--- src/rtl/cmd_cal_pkg.sv ---
package cmd_cal_pkg;
  localparam int BYTE_W = 8;
  localparam int PTR_W  = 4;
  localparam int CODE_W = 3;

  typedef enum logic [1:0] {
    KIND_SELF_OFS  = 2'd0,
    KIND_SELF_GAIN = 2'd1,
    KIND_SYS_OFS   = 2'd2,
    KIND_SYS_GAIN  = 2'd3
  } cal_kind_e;

  typedef struct packed {
    logic              is_cmd;
    logic              is_conv;
    logic              is_cal;
    logic [PTR_W-1:0]  ptr;
    logic [CODE_W-1:0] code;
  } cmd_fields_t;

  // Only four calibration codes are meaningful; others are dropped.
  function automatic logic code_is_cal(input logic [CODE_W-1:0] c);
    case (c)
      3'b001, 3'b010, 3'b101, 3'b110: return 1'b1;
      default:                        return 1'b0;
    endcase
  endfunction

  function automatic cal_kind_e code_to_kind(input logic [CODE_W-1:0] c);
    case (c)
      3'b010:  return KIND_SELF_GAIN;
      3'b101:  return KIND_SYS_OFS;
      3'b110:  return KIND_SYS_GAIN;
      default: return KIND_SELF_OFS;
    endcase
  endfunction

  function automatic logic kind_is_gain(input cal_kind_e k);
    return (k == KIND_SELF_GAIN) || (k == KIND_SYS_GAIN);
  endfunction
endpackage

--- src/rtl/cmd_field_decode.sv ---
module cmd_field_decode
  import cmd_cal_pkg::*;
(
  input  logic [BYTE_W-1:0] cmd_byte,
  output cmd_fields_t       fields
);
  localparam int MSB      = BYTE_W - 1;
  localparam int PTR_LO   = CODE_W;
  localparam int PTR_HI   = CODE_W + PTR_W - 1;

  always_comb begin
    fields.is_cmd  = cmd_byte[MSB];
    fields.ptr     = cmd_byte[PTR_HI:PTR_LO];
    fields.code    = cmd_byte[CODE_W-1:0];
    fields.is_conv = cmd_byte[MSB] && (cmd_byte[CODE_W-1:0] == '0);
    fields.is_cal  = cmd_byte[MSB] && code_is_cal(cmd_byte[CODE_W-1:0]);
  end
endmodule

--- src/rtl/cal_seq.sv ---
module cal_seq (
  input  logic clk,
  input  logic rst_n,
  input  logic any_accept,
  input  logic cal_accept,
  input  logic eng_done,
  output logic busy,
  output logic sdo_n,
  output logic finish
);
  assign finish = busy && eng_done;

  always_ff @(posedge clk) begin
    if (!rst_n) begin
      busy  <= 1'b0;
      sdo_n <= 1'b1;
    end else if (finish) begin
      busy  <= 1'b0;
      sdo_n <= 1'b0;
    end else if (any_accept) begin
      busy  <= cal_accept;
      sdo_n <= 1'b1;
    end
  end
endmodule

--- src/rtl/chan_cal_bank.sv ---
module chan_cal_bank #(
  parameter int          NUM_CHANS  = 8,
  parameter int          DATA_W     = 24,
  parameter int unsigned GAIN_RESET = 32'h0040_0000,
  localparam int         CH_W       = $clog2(NUM_CHANS)
) (
  input  logic              clk,
  input  logic              rst_n,
  input  logic              wr_en,
  input  logic [CH_W-1:0]   wr_chan,
  input  logic              wr_gain,
  input  logic [DATA_W-1:0] wr_data,
  input  logic [CH_W-1:0]   rd_chan,
  output logic [DATA_W-1:0] rd_offset,
  output logic [DATA_W-1:0] rd_gain
);
  localparam logic [DATA_W-1:0] GAIN_INIT = DATA_W'(GAIN_RESET);

  logic [DATA_W-1:0] ofs_view  [NUM_CHANS];
  logic [DATA_W-1:0] gain_view [NUM_CHANS];

  for (genvar g = 0; g < NUM_CHANS; g++) begin : g_chan
    logic              hit;
    logic [DATA_W-1:0] ofs_q;
    logic [DATA_W-1:0] gain_q;

    assign hit = wr_en && (wr_chan == CH_W'(g));

    always_ff @(posedge clk) begin
      if (!rst_n) begin
        ofs_q  <= '0;
        gain_q <= GAIN_INIT;
      end else if (hit) begin
        if (wr_gain) gain_q <= wr_data;
        else         ofs_q  <= wr_data;
      end
    end

    assign ofs_view[g]  = ofs_q;
    assign gain_view[g] = gain_q;
  end

  assign rd_offset = ofs_view[rd_chan];
  assign rd_gain   = gain_view[rd_chan];
endmodule

--- src/rtl/cmd_cal_decoder.sv ---
module cmd_cal_decoder
  import cmd_cal_pkg::*;
#(
  parameter int          NUM_SETUPS = 16,
  parameter int          NUM_CHANS  = 8,
  parameter int          DATA_W     = 24,
  parameter int unsigned GAIN_RESET = 32'h0040_0000,
  localparam int         CH_W       = $clog2(NUM_CHANS),
  localparam int         MAP_W      = NUM_SETUPS * CH_W
) (
  input  logic              clk,
  input  logic              rst_n,
  input  logic              cmd_valid,
  input  logic [7:0]        cmd_byte,
  input  logic              multi_mode,
  input  logic [MAP_W-1:0]  setup_map,
  input  logic              eng_done,
  input  logic [DATA_W-1:0] eng_result,
  input  logic [CH_W-1:0]   rd_chan,
  output logic              conv_start,
  output logic              conv_multi,
  output logic [3:0]        conv_setup,
  output logic              cal_start,
  output logic [1:0]        cal_kind,
  output logic [3:0]        cal_setup,
  output logic [CH_W-1:0]   cal_chan,
  output logic              cal_busy,
  output logic              sdo_n,
  output logic [DATA_W-1:0] rd_offset,
  output logic [DATA_W-1:0] rd_gain
);
  cmd_fields_t     fields;
  logic            conv_accept;
  logic            cal_accept;
  logic            cmd_accept;
  logic            cmd_drop;
  logic            cal_finish;
  logic [CH_W-1:0] ptr_chan;
  cal_kind_e       kind_d;
  cal_kind_e       kind_q;

  cmd_field_decode u_decode (
    .cmd_byte (cmd_byte),
    .fields   (fields)
  );

  assign conv_accept = cmd_valid && !cal_busy && fields.is_conv;
  assign cal_accept  = cmd_valid && !cal_busy && fields.is_cal;
  assign cmd_accept  = conv_accept || cal_accept;
  assign cmd_drop    = cmd_valid && cal_busy;
  assign ptr_chan    = setup_map[int'(fields.ptr)*CH_W +: CH_W];
  assign kind_d      = code_to_kind(fields.code);

  always_ff @(posedge clk) begin
    if (!rst_n) begin
      conv_start <= 1'b0;
      conv_multi <= 1'b0;
      conv_setup <= '0;
      cal_start  <= 1'b0;
      cal_setup  <= '0;
      cal_chan   <= '0;
      kind_q     <= KIND_SELF_OFS;
    end else begin
      conv_start <= conv_accept;
      cal_start  <= cal_accept;
      if (conv_accept) begin
        conv_multi <= multi_mode;
        conv_setup <= multi_mode ? '0 : fields.ptr;
      end
      if (cal_accept) begin
        cal_setup <= fields.ptr;
        cal_chan  <= ptr_chan;
        kind_q    <= kind_d;
      end
    end
  end

  assign cal_kind = kind_q;

  cal_seq u_seq (
    .clk        (clk),
    .rst_n      (rst_n),
    .any_accept (cmd_accept),
    .cal_accept (cal_accept),
    .eng_done   (eng_done),
    .busy       (cal_busy),
    .sdo_n      (sdo_n),
    .finish     (cal_finish)
  );

  chan_cal_bank #(
    .NUM_CHANS  (NUM_CHANS),
    .DATA_W     (DATA_W),
    .GAIN_RESET (GAIN_RESET)
  ) u_bank (
    .clk       (clk),
    .rst_n     (rst_n),
    .wr_en     (cal_finish),
    .wr_chan   (cal_chan),
    .wr_gain   (kind_is_gain(kind_q)),
    .wr_data   (eng_result),
    .rd_chan   (rd_chan),
    .rd_offset (rd_offset),
    .rd_gain   (rd_gain)
  );
endmodule

--- config.mk ---
export PLATFORM = sky130hd
export DESIGN_NAME = cmd_cal_decoder
export DESIGN_NICKNAME = d
export VERILOG_FILES = /design/src/rtl/cmd_cal_pkg.sv /design/src/rtl/cmd_field_decode.sv /design/src/rtl/cal_seq.sv /design/src/rtl/chan_cal_bank.sv /design/src/rtl/cmd_cal_decoder.sv
export SDC_FILE = /design/constraint.sdc
export NUM_CORES = 1
export LEC_CHECK = 0
export BUFFER_PORTS_ARGS = -buffer_cell sky130_fd_sc_hd__buf_2
export CORE_MARGIN = 4
export CORE_UTILIZATION = 44
export CTS_BUF_LIST = sky130_fd_sc_hd__clkbuf_4 sky130_fd_sc_hd__clkbuf_8
export CTS_CLUSTER_SIZE = 10
export DETAILED_ROUTE_END_ITERATION = 6
export PLACE_DENSITY = 0.67
export SETUP_SLACK_MARGIN = 0.15
export SLEW_MARGIN = 0
export SYNTH_ARGS = -nofsm -noshare
export SYNTH_HDL_FRONTEND = slang
export SYNTH_SLANG_ARGS = --single-unit
--- constraint.sdc ---
create_clock -name clk -period 2.6 [get_ports clk]
set_input_delay 0.65 -clock clk [delete_from_list [all_inputs] [get_ports clk]]
set_output_delay 0.65 -clock clk [all_outputs]
set_load 0.02 [all_outputs]
==> key figures <==
Outcome
  • Outcome: finished with violations
  • Violations in the final reports: setup timing

Synthesis
  • Synth Area in Compound Gates: 21.23%
  • FFs w/ async S/R, synth: 0%
  • Area fraction in and, or, nand and nor cells after synthesis: 12.09%
  • Number of synthesized flops with an enable pin: 0
  • Multiplexer share of the synthesized area: 16.78%
  • Post-Synthesis Cell Area: 0.01877 mm^2
  • Average cell area after synthesis: 8.992 um^2
  • Most used flip-flop cell after synthesis: dfxtp_1
  • Number of distinct standard cells referenced by the synthesized netlist: 40
  • Syn_nets: 2175
  • Sequential area share after synthesis: 42.89%
  • FF+latch count, synth: 402
  • Gate count of the mapped netlist: 2087
  • Xor and xnor area share after synthesis: 0.09335%
  • Warning count from the yosys run: 0
  • Post-synthesis share of cell area spent on full adders, half adders and majority gates: 0%
  • Largest family of logic cells by synthesized area: compound AO/OA/AOI/OAI gates

Route
  • Initial DRC Count: 2098
  • WL/cell: 22.61 um
  • Post-detailed-route DRC marker count: 0
  • TritonRoute pass-1 iters: 6
  • Overall via count from detail_route: 17.28k
  • Vias/cell: 6.451
  • Antenna-violating nets left: 0
  • Total Wirelength: 60.57 mm

Timing
  • Final count of negative-setup-slack endpoints: 23
  • Unrepaired setup endpoints after global routing: yes
  • Final-report max-slew violation count: 0
  • Post-layout min period: 2.670 ns
  • Worst slew margin relative to its limit: 52.66%
  • Count of endpoints failing hold in the final timing report: 0
  • Tcrit/Tclk final: 102.7%
  • Tightest Pin Transition: 0.7101 ns
  • Largest clock skew in the final design: 0.02057 ns
  • Final worst setup slack: -0.07028 ns
  • Hold WS: 0.3162 ns
  • Max Clk Rate: 0.3745 GHz

GRT
  • All-Layer GR Usage: 25.11%
  • First-pass GRT wire length: 95.36 mm
  • Initial antenna violation count: 1
  • Via count of the first global-routing pass: 17.10k
  • Maximum number of pins on one net before global-route repair: 156
  • Remaining global-route overflow: 0

Die
  • Initial Util: 44.64%
  • Total Die Area: 0.04602 mm^2
  • Core area: 0.04204 mm^2
  • Cell row count: 75
  • Number of primary I/O pins: 154
  • Die height: 214.5 um
  • Horizontal die dimension: 214.5 um

Cells and area
  • Most common cell after layout, fill and taps aside: nand3_1
  • Number of nets in the layout: 2187
  • Share of layout cells above drive strength 1: 24.59%
  • Commonest non-fill, non-tap cells in the layout: nand3_1 (398), dfxtp_1 (397), a21oi_1 (388), o21ai_0 (380), mux4_2 (108)
  • Area added between synthesis and finish: 18.42%

Clock network
  • Clock Root Buffer: clkbuf_8
  • CTS max path bufs: 3
  • Hold bufs inserted after CTS: 0
  • H-tree depth: 3
  • CTS sink cnt: 402
  • Clock tree from TritonCTS: done
  • Cts bufs inserted: 70
  • Reg clk slew, reported paths: 0.06 ns
  • Worst skew pair latency: 0.62 ns

Placed design
  • Sum of net half-perimeters after detailed placement: 32.86 mm
  • I/O Buffers: 153
  • Setup WS pre-CTS: -0.09613 ns
  • Final GP Congestion: 0.7850

Worst setup path
  • Type of element launching the critical path: input port
  • Crit path top cell by count: buf_16
  • Highest cell delay on the worst timing path: 0.49 ns
  • Worst setup EP type: output port
  • Chain of cells forming the critical path: buf_16 -> buf_12 -> buf_16 -> mux4_2 -> mux2_4 -> buf_6
  • Crit path required time: 1.95 ns
  • Crit Path Category: input port to output port
  • Kind of cell adding the most delay to the critical path: multiplexers
  • Arr. time, crit path: 2.02 ns
  • Crit path buffers/inverters: 4
  • Slowest cell on the critical path: mux4_2
  • Max FO, Critical Path: 7

Worst hold path
  • Class of the worst hold path: input port to register

Power and ir drop
  • Worst voltage drop across the vdd grid: 0.3640 mV
  • Cell leakage power: 7.404 nW
  • Power density over cell area: 594.6 mW/mm^2

Run
  • Count of max-cap constraint violations: 0
-- synth_stat cells (all sizes together), types with 3 or more instances --
master	count	share of area, %
nand4b	6	0.28
a21oi	388	10
nor2b	3	0.10
clkbuf	192	3.8
o221ai	3	0.14
o211ai	3	0.12
mux2i	6	0.32
mux2	48	3.5
dfxtp	402	43
nor2	3	0.060
and4b	3	0.16
buf	104	3.1
o21ai	395	11
mux4	108	13
nand3	398	11
-- worst paths after layout --
| check | startpoint | endpoint | slack, ns | depth (start not counted) |
|---|---|---|---|---|
| max | rd_chan[0] | rd_gain[10] | -0.07 | 6 |
| min | cmd_byte[2] | cal_kind[1] | 0.32 | 3 |
| max reg2reg | u_seq.busy | u_bank.g_chan[0].ofs_q[16] | 0.47 | 4 |
| min reg2reg | u_bank.g_chan[2].ofs_q[21] | u_bank.g_chan[2].ofs_q[21] | 0.47 | 2 |
-- per-layer routing --
metal	routed length [um]	track usage, %	vias up	part of all wire (%)
met2	28980	41.24	844	48
met5	0	0	-	0
li1	-	-	7703	-
met1	24500	32.57	8592	40
met4	2262	10.48	0	3.7
met3	4828	4.917	142	8.0
-- what timing repair did --
action                                  CTS  global route
endpoints found under the setup margin   48            48
resized for setup                       113            25
endpoints found under the hold margin     0             0
gates cloned                              9             3
setup buffers                            11             0
-- logic make-up after synthesis --
group,after synthesis
compound gates,791
simple gates,433
flops,402
buf+inv,297
mux,162
xor+xnor,2
-- final cells by class --
class                           count  area, um^2
Inverter                            1       11.26
Fill cell                        3696       19820
Timing Repair Buffer              236        2546
Clock buffer                      101        1296
Clock inverter                     11       96.34
Tap cell                          539       674.4
Sequential cell                   402        8054
Multi-Input combinational cell   1388        9540
Antenna cell                        1       2.502
-- where the power goes --
| group | switching (W) | internal, W |
|---|---|---|
| registers | 0.0000229 | 0.00618 |
| logic | 0.000718 | 0.000392 |
| clock network | 0.00262 | 0.00328 |
| total | 0.00336 | 0.00985 |
-- sequential cells by signal, indices dropped and copies added (netlist names) --
name and flops:
cal_setup 4, u_seq.busy 1, cal_chan 3, conv_multi 1, u_seq.sdo_n 1, conv_start 1
cal_start 1, u_bank.g_chan.gain_q 192, conv_setup 4, cal_kind 2, u_bank.g_chan.ofs_q 192
-- per-stage QoR --
| stage | area, um^2 | TNS (ns) | util, % | cells | total power, W |
|---|---|---|---|---|---|
| floorplan | 18850 | 0 | - | 2087 | 0.006961 |
| global placement | 19930 | -2.606 | 47.41 | 2543 | 0.007305 |
| detailed placement | 19930 | -3.079 | 47.41 | 2543 | 0.007315 |
| CTS | 22070 | -0.8757 | 52.49 | 2675 | 0.01329 |
| global route | 22220 | -1.339 | 52.85 | 2678 | 0.01367 |
| finish | 22220 | -0.8295 | 52.86 | 2679 | 0.01321 |
-- tightest hold or removal path, stage by stage --
cell     delay, ns
buf_2         0.11
nand3_1       0.06
a21oi_1       0.05
Note: power is estimated with default switching activity, not from simulation.
